File: config.mk
export PLATFORM = sky130hd
export DESIGN_NAME = synth_prog_if
export DESIGN_NICKNAME = d
export VERILOG_FILES = /design/src/rtl/synth_prog_pkg.sv /design/src/rtl/sync_bus.sv /design/src/rtl/ser_shift.sv /design/src/rtl/hold_bank.sv /design/src/rtl/synth_prog_if.sv
export SDC_FILE = /design/constraint.sdc
export NUM_CORES = 1
export LEC_CHECK = 0
export ABC_CLOCK_PERIOD_IN_PS = 3800
export BUFFER_PORTS_ARGS = -buffer_cell sky130_fd_sc_hd__buf_4
export CAP_MARGIN = 20
export CORE_ASPECT_RATIO = 0.75
export CORE_MARGIN = 2
export CORE_UTILIZATION = 35
export DETAILED_ROUTE_END_ITERATION = 7
export PLACE_DENSITY = 0.65
export SLEW_MARGIN = 20
export SYNTH_ARGS = -nofsm -noshare
export SYNTH_HDL_FRONTEND = slang
export SYNTH_SLANG_ARGS = --single-unit
File: constraint.sdc
create_clock -name clk_i -period 3.8 [get_ports clk_i]
set_clock_uncertainty 0.05 [all_clocks]
set_input_delay 0.57 -clock clk_i [delete_from_list [all_inputs] [get_ports clk_i]]
set_output_delay 0.57 -clock clk_i [all_outputs]
set_load 0.03 [all_outputs]
File: src/rtl/synth_prog_pkg.sv
package synth_prog_pkg;
  localparam int WORD_W    = 20;
  localparam int ADDR_W    = 2;
  localparam int HOLD_W    = WORD_W - ADDR_W;
  localparam int NUM_CH    = 2;
  localparam int REF_DIV_W = 13;
  localparam int FB_DIV_W  = 16;
  localparam int OSEL_W    = 2;

  typedef enum logic [1:0] {
    SEL_REF_CH2 = 2'b00,
    SEL_REF_CH1 = 2'b10,
    SEL_FB_CH2  = 2'b01,
    SEL_FB_CH1  = 2'b11
  } sel_e;  // {C2,C1}
endpackage

File: src/rtl/sync_bus.sv
module sync_bus #(
  parameter int WIDTH  = 3,
  parameter int STAGES = 2
) (
  input  logic             clk_i,
  input  logic             rst_ni,
  input  logic [WIDTH-1:0] d_i,
  output logic [WIDTH-1:0] q_o
);
  logic [STAGES-1:0][WIDTH-1:0] st_q;

  for (genvar s = 0; s < STAGES; s++) begin : g_stage
    always_ff @(posedge clk_i or negedge rst_ni) begin
      if (!rst_ni) st_q[s] <= '0;
      else if (s == 0) st_q[s] <= d_i;
      else st_q[s] <= st_q[(s == 0) ? 0 : s-1];
    end
  end

  assign q_o = st_q[STAGES-1];
endmodule

File: src/rtl/ser_shift.sv
module ser_shift
  import synth_prog_pkg::*;
(
  input  logic              clk_i,
  input  logic              rst_ni,
  input  logic              shift_i,
  input  logic              din_i,
  output logic [WORD_W-1:0] word_o
);
  logic [WORD_W-1:0] sr_q;

  always_ff @(posedge clk_i or negedge rst_ni) begin
    if (!rst_ni) sr_q <= '0;
    else if (shift_i) sr_q <= {sr_q[WORD_W-2:0], din_i};
  end

  assign word_o = sr_q;

  AST_SHIFT_HOLD: assert property (@(posedge clk_i) disable iff (!rst_ni)
    !shift_i |=> $stable(sr_q));
  AST_SHIFT_IN: assert property (@(posedge clk_i) disable iff (!rst_ni)
    shift_i |=> (sr_q[0] == $past(din_i)) && (sr_q[WORD_W-1:1] == $past(sr_q[WORD_W-2:0])));
endmodule

File: src/rtl/hold_bank.sv
module hold_bank
  import synth_prog_pkg::*;
(
  input  logic                              clk_i,
  input  logic                              rst_ni,
  input  logic                              load_i,
  input  logic [WORD_W-1:0]                 word_i,
  output logic [NUM_CH-1:0][REF_DIV_W-1:0]  ref_div_o,
  output logic [NUM_CH-1:0]                 pd_pol_o,
  output logic [NUM_CH-1:0]                 cp_hi_o,
  output logic [NUM_CH-1:0]                 cp_tri_o,
  output logic [NUM_CH-1:0][OSEL_W-1:0]     out_sel_o,
  output logic [NUM_CH-1:0][FB_DIV_W-1:0]   fb_div_o,
  output logic [NUM_CH-1:0]                 pre_sel_o,
  output logic [NUM_CH-1:0]                 pwdn_o
);
  logic [NUM_CH-1:0][HOLD_W-1:0] ref_q, fb_q;
  logic [NUM_CH-1:0]             ref_we, fb_we;
  sel_e                          sel;
  logic                          ch_idx;

  assign sel    = sel_e'({word_i[1], word_i[0]});
  assign ch_idx = ~word_i[1];  // C2=1 -> channel 1 at index 0

  for (genvar ch = 0; ch < NUM_CH; ch++) begin : g_ch
    assign ref_we[ch] = load_i && !word_i[0] && (ch_idx == 1'(ch));
    assign fb_we[ch]  = load_i &&  word_i[0] && (ch_idx == 1'(ch));

    always_ff @(posedge clk_i or negedge rst_ni) begin
      if (!rst_ni) begin
        ref_q[ch] <= '0;
        fb_q[ch]  <= '0;
      end else begin
        if (ref_we[ch]) ref_q[ch] <= word_i[WORD_W-1:ADDR_W];
        if (fb_we[ch])  fb_q[ch]  <= word_i[WORD_W-1:ADDR_W];
      end
    end

    assign ref_div_o[ch] = ref_q[ch][REF_DIV_W-1:0];
    assign pd_pol_o[ch]  = ref_q[ch][REF_DIV_W];
    assign cp_hi_o[ch]   = ref_q[ch][REF_DIV_W+1];
    assign cp_tri_o[ch]  = ref_q[ch][REF_DIV_W+2];
    assign out_sel_o[ch] = ref_q[ch][REF_DIV_W+3 +: OSEL_W];
    assign fb_div_o[ch]  = fb_q[ch][FB_DIV_W-1:0];
    assign pre_sel_o[ch] = fb_q[ch][FB_DIV_W];
    assign pwdn_o[ch]    = fb_q[ch][FB_DIV_W+1];
  end

  AST_ONE_TARGET: assert property (@(posedge clk_i) disable iff (!rst_ni)
    $onehot0({ref_we, fb_we}));
  AST_LOAD_HITS: assert property (@(posedge clk_i) disable iff (!rst_ni)
    load_i |-> $countones({ref_we, fb_we}) == 1);
  AST_HOLD_IDLE: assert property (@(posedge clk_i) disable iff (!rst_ni)
    !load_i |=> $stable(ref_q) && $stable(fb_q));
  AST_CH1_REF: assert property (@(posedge clk_i) disable iff (!rst_ni)
    (load_i && sel == SEL_REF_CH1) |=> ref_q[0] == $past(word_i[WORD_W-1:ADDR_W]));
endmodule

File: src/rtl/synth_prog_if.sv
module synth_prog_if
  import synth_prog_pkg::*;
#(
  parameter int SYNC_STAGES = 2
) (
  input  logic                              clk_i,
  input  logic                              rst_ni,
  input  logic                              ser_clk_i,
  input  logic                              ser_data_i,
  input  logic                              ser_load_i,
  output logic [NUM_CH-1:0][REF_DIV_W-1:0]  ref_div_o,
  output logic [NUM_CH-1:0]                 pd_pol_o,
  output logic [NUM_CH-1:0]                 cp_hi_o,
  output logic [NUM_CH-1:0]                 cp_tri_o,
  output logic [NUM_CH-1:0][OSEL_W-1:0]     out_sel_o,
  output logic [NUM_CH-1:0][FB_DIV_W-1:0]   fb_div_o,
  output logic [NUM_CH-1:0]                 pre_sel_o,
  output logic [NUM_CH-1:0]                 pwdn_o
);
  logic [2:0]        sync_q;
  logic              sclk_s, sdat_s, sld_s;
  logic              sclk_d, sld_d;
  logic              shift_en, load_en;
  logic [WORD_W-1:0] word;

  sync_bus #(.WIDTH(3), .STAGES(SYNC_STAGES)) u_sync (
    .clk_i (clk_i),
    .rst_ni(rst_ni),
    .d_i   ({ser_load_i, ser_data_i, ser_clk_i}),
    .q_o   (sync_q)
  );

  assign {sld_s, sdat_s, sclk_s} = sync_q;

  always_ff @(posedge clk_i or negedge rst_ni) begin
    if (!rst_ni) begin
      sclk_d <= 1'b0;
      sld_d  <= 1'b0;
    end else begin
      sclk_d <= sclk_s;
      sld_d  <= sld_s;
    end
  end

  assign shift_en = sclk_s & ~sclk_d;
  assign load_en  = sld_s & ~sld_d;

  ser_shift u_shift (
    .clk_i  (clk_i),
    .rst_ni (rst_ni),
    .shift_i(shift_en),
    .din_i  (sdat_s),
    .word_o (word)
  );

  hold_bank u_bank (
    .clk_i    (clk_i),
    .rst_ni   (rst_ni),
    .load_i   (load_en),
    .word_i   (word),
    .ref_div_o(ref_div_o),
    .pd_pol_o (pd_pol_o),
    .cp_hi_o  (cp_hi_o),
    .cp_tri_o (cp_tri_o),
    .out_sel_o(out_sel_o),
    .fb_div_o (fb_div_o),
    .pre_sel_o(pre_sel_o),
    .pwdn_o   (pwdn_o)
  );

  AST_LOAD_PULSE: assert property (@(posedge clk_i) disable iff (!rst_ni)
    load_en |=> !load_en);
  AST_SHIFT_PULSE: assert property (@(posedge clk_i) disable iff (!rst_ni)
    shift_en |=> !shift_en);
endmodule

==> impl_metrics.yaml <==
outcome:
  outcome: "finished, final reports clean"
die:
  floorplan.initialDensity_pct: 35.7
  ios: 77
  dieArea_sq_um: 11300
  floorplan.die.height_microns: 92.6
  std_cell_rows: 32
  fp.dieW_microns: 122
  coreArea_sq_um: 10200
setup_path:
  worst_path_dominant_cell_family: "simple AND/OR/NAND/NOR gates"
  ws_path_type: "reg -> reg"
  critPathLaunchType: "flip-flop"
  reg2reg_setup_slack_ns: 1.72
  crit_path_max_incr_delay_ns: 0.76
  cp.required_ns: 3.98
  timing.critical_path.fanout_max: 10
  end_kind: "flip-flop"
  worst_ep_arrival_time_ns: 2.26
  worst-path-buf-inv: 1
  crit_path_top_delay_cell: "nor4bb_4"
  cp_cell_sequence: "nor4bb_4, buf_4, mux2_2"
synthesis:
  synth_area_leaders: "dfrtp_1, mux2_2, nor4b_4"
  ys.warnings.count: 0
  synth.cell_area_sq_um: 3660
  synth_largest_type_area_fraction_pct: 68.3
  synth_sequential_area_ratio_pct: 68.3
  ys_ff_latch: 100
  synth_cells: 205
  synth_fp_nets: 210
  synth_area_per_cell_sq_um: 17.9
  synth_top_area_cell: "dfrtp_1"
  synth_cell_type_count: 12
drt:
  wire_per_inst_microns: 16.5
  dr_total_vias: 2007
  drtAntennaViolNets: 0
  via_per_inst: 4.69
  totalWireLength_mm: 7.07
  detailed_route_iter0_violations: 118
  detail_route.drc_violations: 0
  drt_first_pass_iters: 4
timing:
  grt_setup_unrepaired: "false"
  setup_viol: 0
  worst_slew_pin_slew_ns: 0.810
  totalNegativeSetupSlack_ns: 0
  drv_slew: 0
  relSlewSlack_pct: 45.8
  fin_crit_sh_pct: 54.8
  timing.final.ws_setup_ns: 1.72
  final-hold-violation-count: 0
  max_clock_freq_mhz: 480
  finalCriticalPeriod_ns: 2.08
grt:
  grt_max_degree: 84
  grt_antenna_before_repair: 0
  grt_first_pass_wirelength_mm: 11.6
  globalRouteTotalUtil_pct: 13.8
  globalRoute.totalOverflow: 0
  grt_pass1_vias: 2121
layout:
  mostFrequentLayoutCells: "dfrtp_1, mux2_2, buf_4, clkbuf_16"
  fraction_of_layout_instances_using_a_drive_strength_above_1_pct: 65.1
  area_delta_synth_final_pct: 29.2
  fin_nets: 292
  final_common_cell: "dfrtp_1"
  diodes: 0
min_path:
  min_path_type: "in -> async"
power:
  power.share.combinational_pct: 32.0
  p_switching_w: 0.00130
  peak_vdd_ir_mv: 0.250
  power.internal_w: 0.00254
  seqPwrFrac_pct: 42.3
  total_leakage_power_nw: 2.36
  sw_frac_of_total_pct: 33.9
  power.density_cell_area_nw_per_um2: 813
  pwr-share-clk_pct: 25.7
clock_network:
  later_pin_clock_latency_in_the_skew_report_ns: 0.34
  cts_clock_pin_slew_for_the_worst_setup_and_hold_paths_ns: 0.06
  cts_inserted_buffers: 9
  post_cts.repair.setup_buffers: 0
  clockRootBuffer: "clkbuf_16"
  cts_tree: "built"
  clock_path_buffers: 2
  holdBufCountCts: 0
  numClockSinks: 100
  cts-htree-levels: 3
  cts.repair.resized: 0
placed_design:
  placement.io_buffers: 76
  finalWeightedCongestion: 0.657
  final_hpwl_from_detailed_placement_mm: 4.52
  placement.setup.worst_slack_ns: 1.64
job:
  maxCapViolCount: 0
worst register-to-register path, delay by kind of cell (launching register included):
kind | cells | cell delay [ns]
AND/OR/NAND/NOR | 1 | 0.76
flip-flops | 1 | 0.48
multiplexers | 1 | 0.35
buffers and inverters | 1 | 0.33
registers in the layout, indices dropped and copies added (netlist names), 2 cells and up:
register,cells
u_bank.ref_div_o,26
u_bank.cp_hi_o,2
u_shift.word_o,20
u_bank.pwdn_o,2
u_bank.cp_tri_o,2
u_bank.pre_sel_o,2
u_bank.out_sel_o,4
u_bank.pd_pol_o,2
u_bank.fb_div_o,32
u_sync.st_q,3
u_sync.q_o,3
power by group through the flow:
stage	Sequential, W	Clock, W	Combinational [W]
global placement	0.00164	0	0.00123
finish	0.00163	0.000987	0.00123
floorplan	0.00205	0	0.000322
CTS	0.00164	0.00102	0.00125
global route	0.00168	0.00106	0.00130
detailed placement	0.00166	0	0.00125
logic make-up (layout without fill, tap and decap cells):
family | Yosys count | count (layout) | share of synthesized area [%]
DFF | 100 | 100 | 68.3
muxes | 92 | 92 | 28.3
and+or+nand+nor | 5 | 5 | 1.84
buffers and inverters | 8 | 95 | 1.57
area by class of cell:
type	count	area, sq um
tap	136	170
multi-input combinational	97	1130
sequential	100	2500
clock inverter	3	68.8
fill	921	5520
timing repair buffer	79	604
clock buffer	13	260
path summary, 6_finish.rpt:
| kind | start | end | cells past startpoint |
|---|---|---|---|
| max in group asynchronous | rst_ni | u_bank.fb_div_o[9]$_DFFE_PN0P_ | 2 |
| worst max register to register | u_shift.word_o[1]$_DFFE_PN0P_ | u_bank.fb_div_o[29]$_DFFE_PN0P_ | 3 |
| worst min-delay path | rst_ni | u_bank.ref_div_o[1]$_DFFE_PN0P_ | 1 |
| worst max-delay path | u_shift.word_o[1]$_DFFE_PN0P_ | u_bank.fb_div_o[29]$_DFFE_PN0P_ | 3 |
| min in group clk_i | ser_clk_i | u_sync.st_q[0]$_DFF_PN0_ | 1 |
| worst min register to register | u_sync.st_q[2]$_DFF_PN0_ | u_sync.q_o[2]$_DFF_PN0_ | 0 |
cell usage after synthesis:
cell type,n
dfrtp_1,100
buf_4,3
nand4b_2,1
nor4b_4,1
and4bb_2,1
clkbuf_1,1
nor4bb_1,1
buf_1,1
buf_2,1
mux2_2,92
nor2b_1,1
buf_6,2
through the flow:
| stage | instance area [sq um] | utilization [%] | hold WS [ns] | cells | power (W) |
|---|---|---|---|---|---|
| 2_1_floorplan | 3660 | - | 0.224 | 205 | 0.00237 |
| 3_3_place_gp | 4380 | 42.7 | 0.286 | 411 | 0.00287 |
| 3_5_place_dp | 4380 | 42.7 | 0.286 | 411 | 0.00290 |
| 4_1_cts | 4710 | 45.9 | 0.276 | 427 | 0.00390 |
| 5_1_grt | 4730 | 46.2 | 0.270 | 428 | 0.00405 |
| 6_report | 4730 | 46.2 | 0.231 | 428 | 0.00385 |
layer usage:
layer  part of all wire (%)  routed length, microns  track usage (%)
met2                     45                    3220             20.0
met4                    1.1                      80             5.46
met3                    5.8                     412             5.11
met5                      0                       0                0
met1                     48                    3360             18.7
No activity file was read; power rests on OpenSTA's default activity.
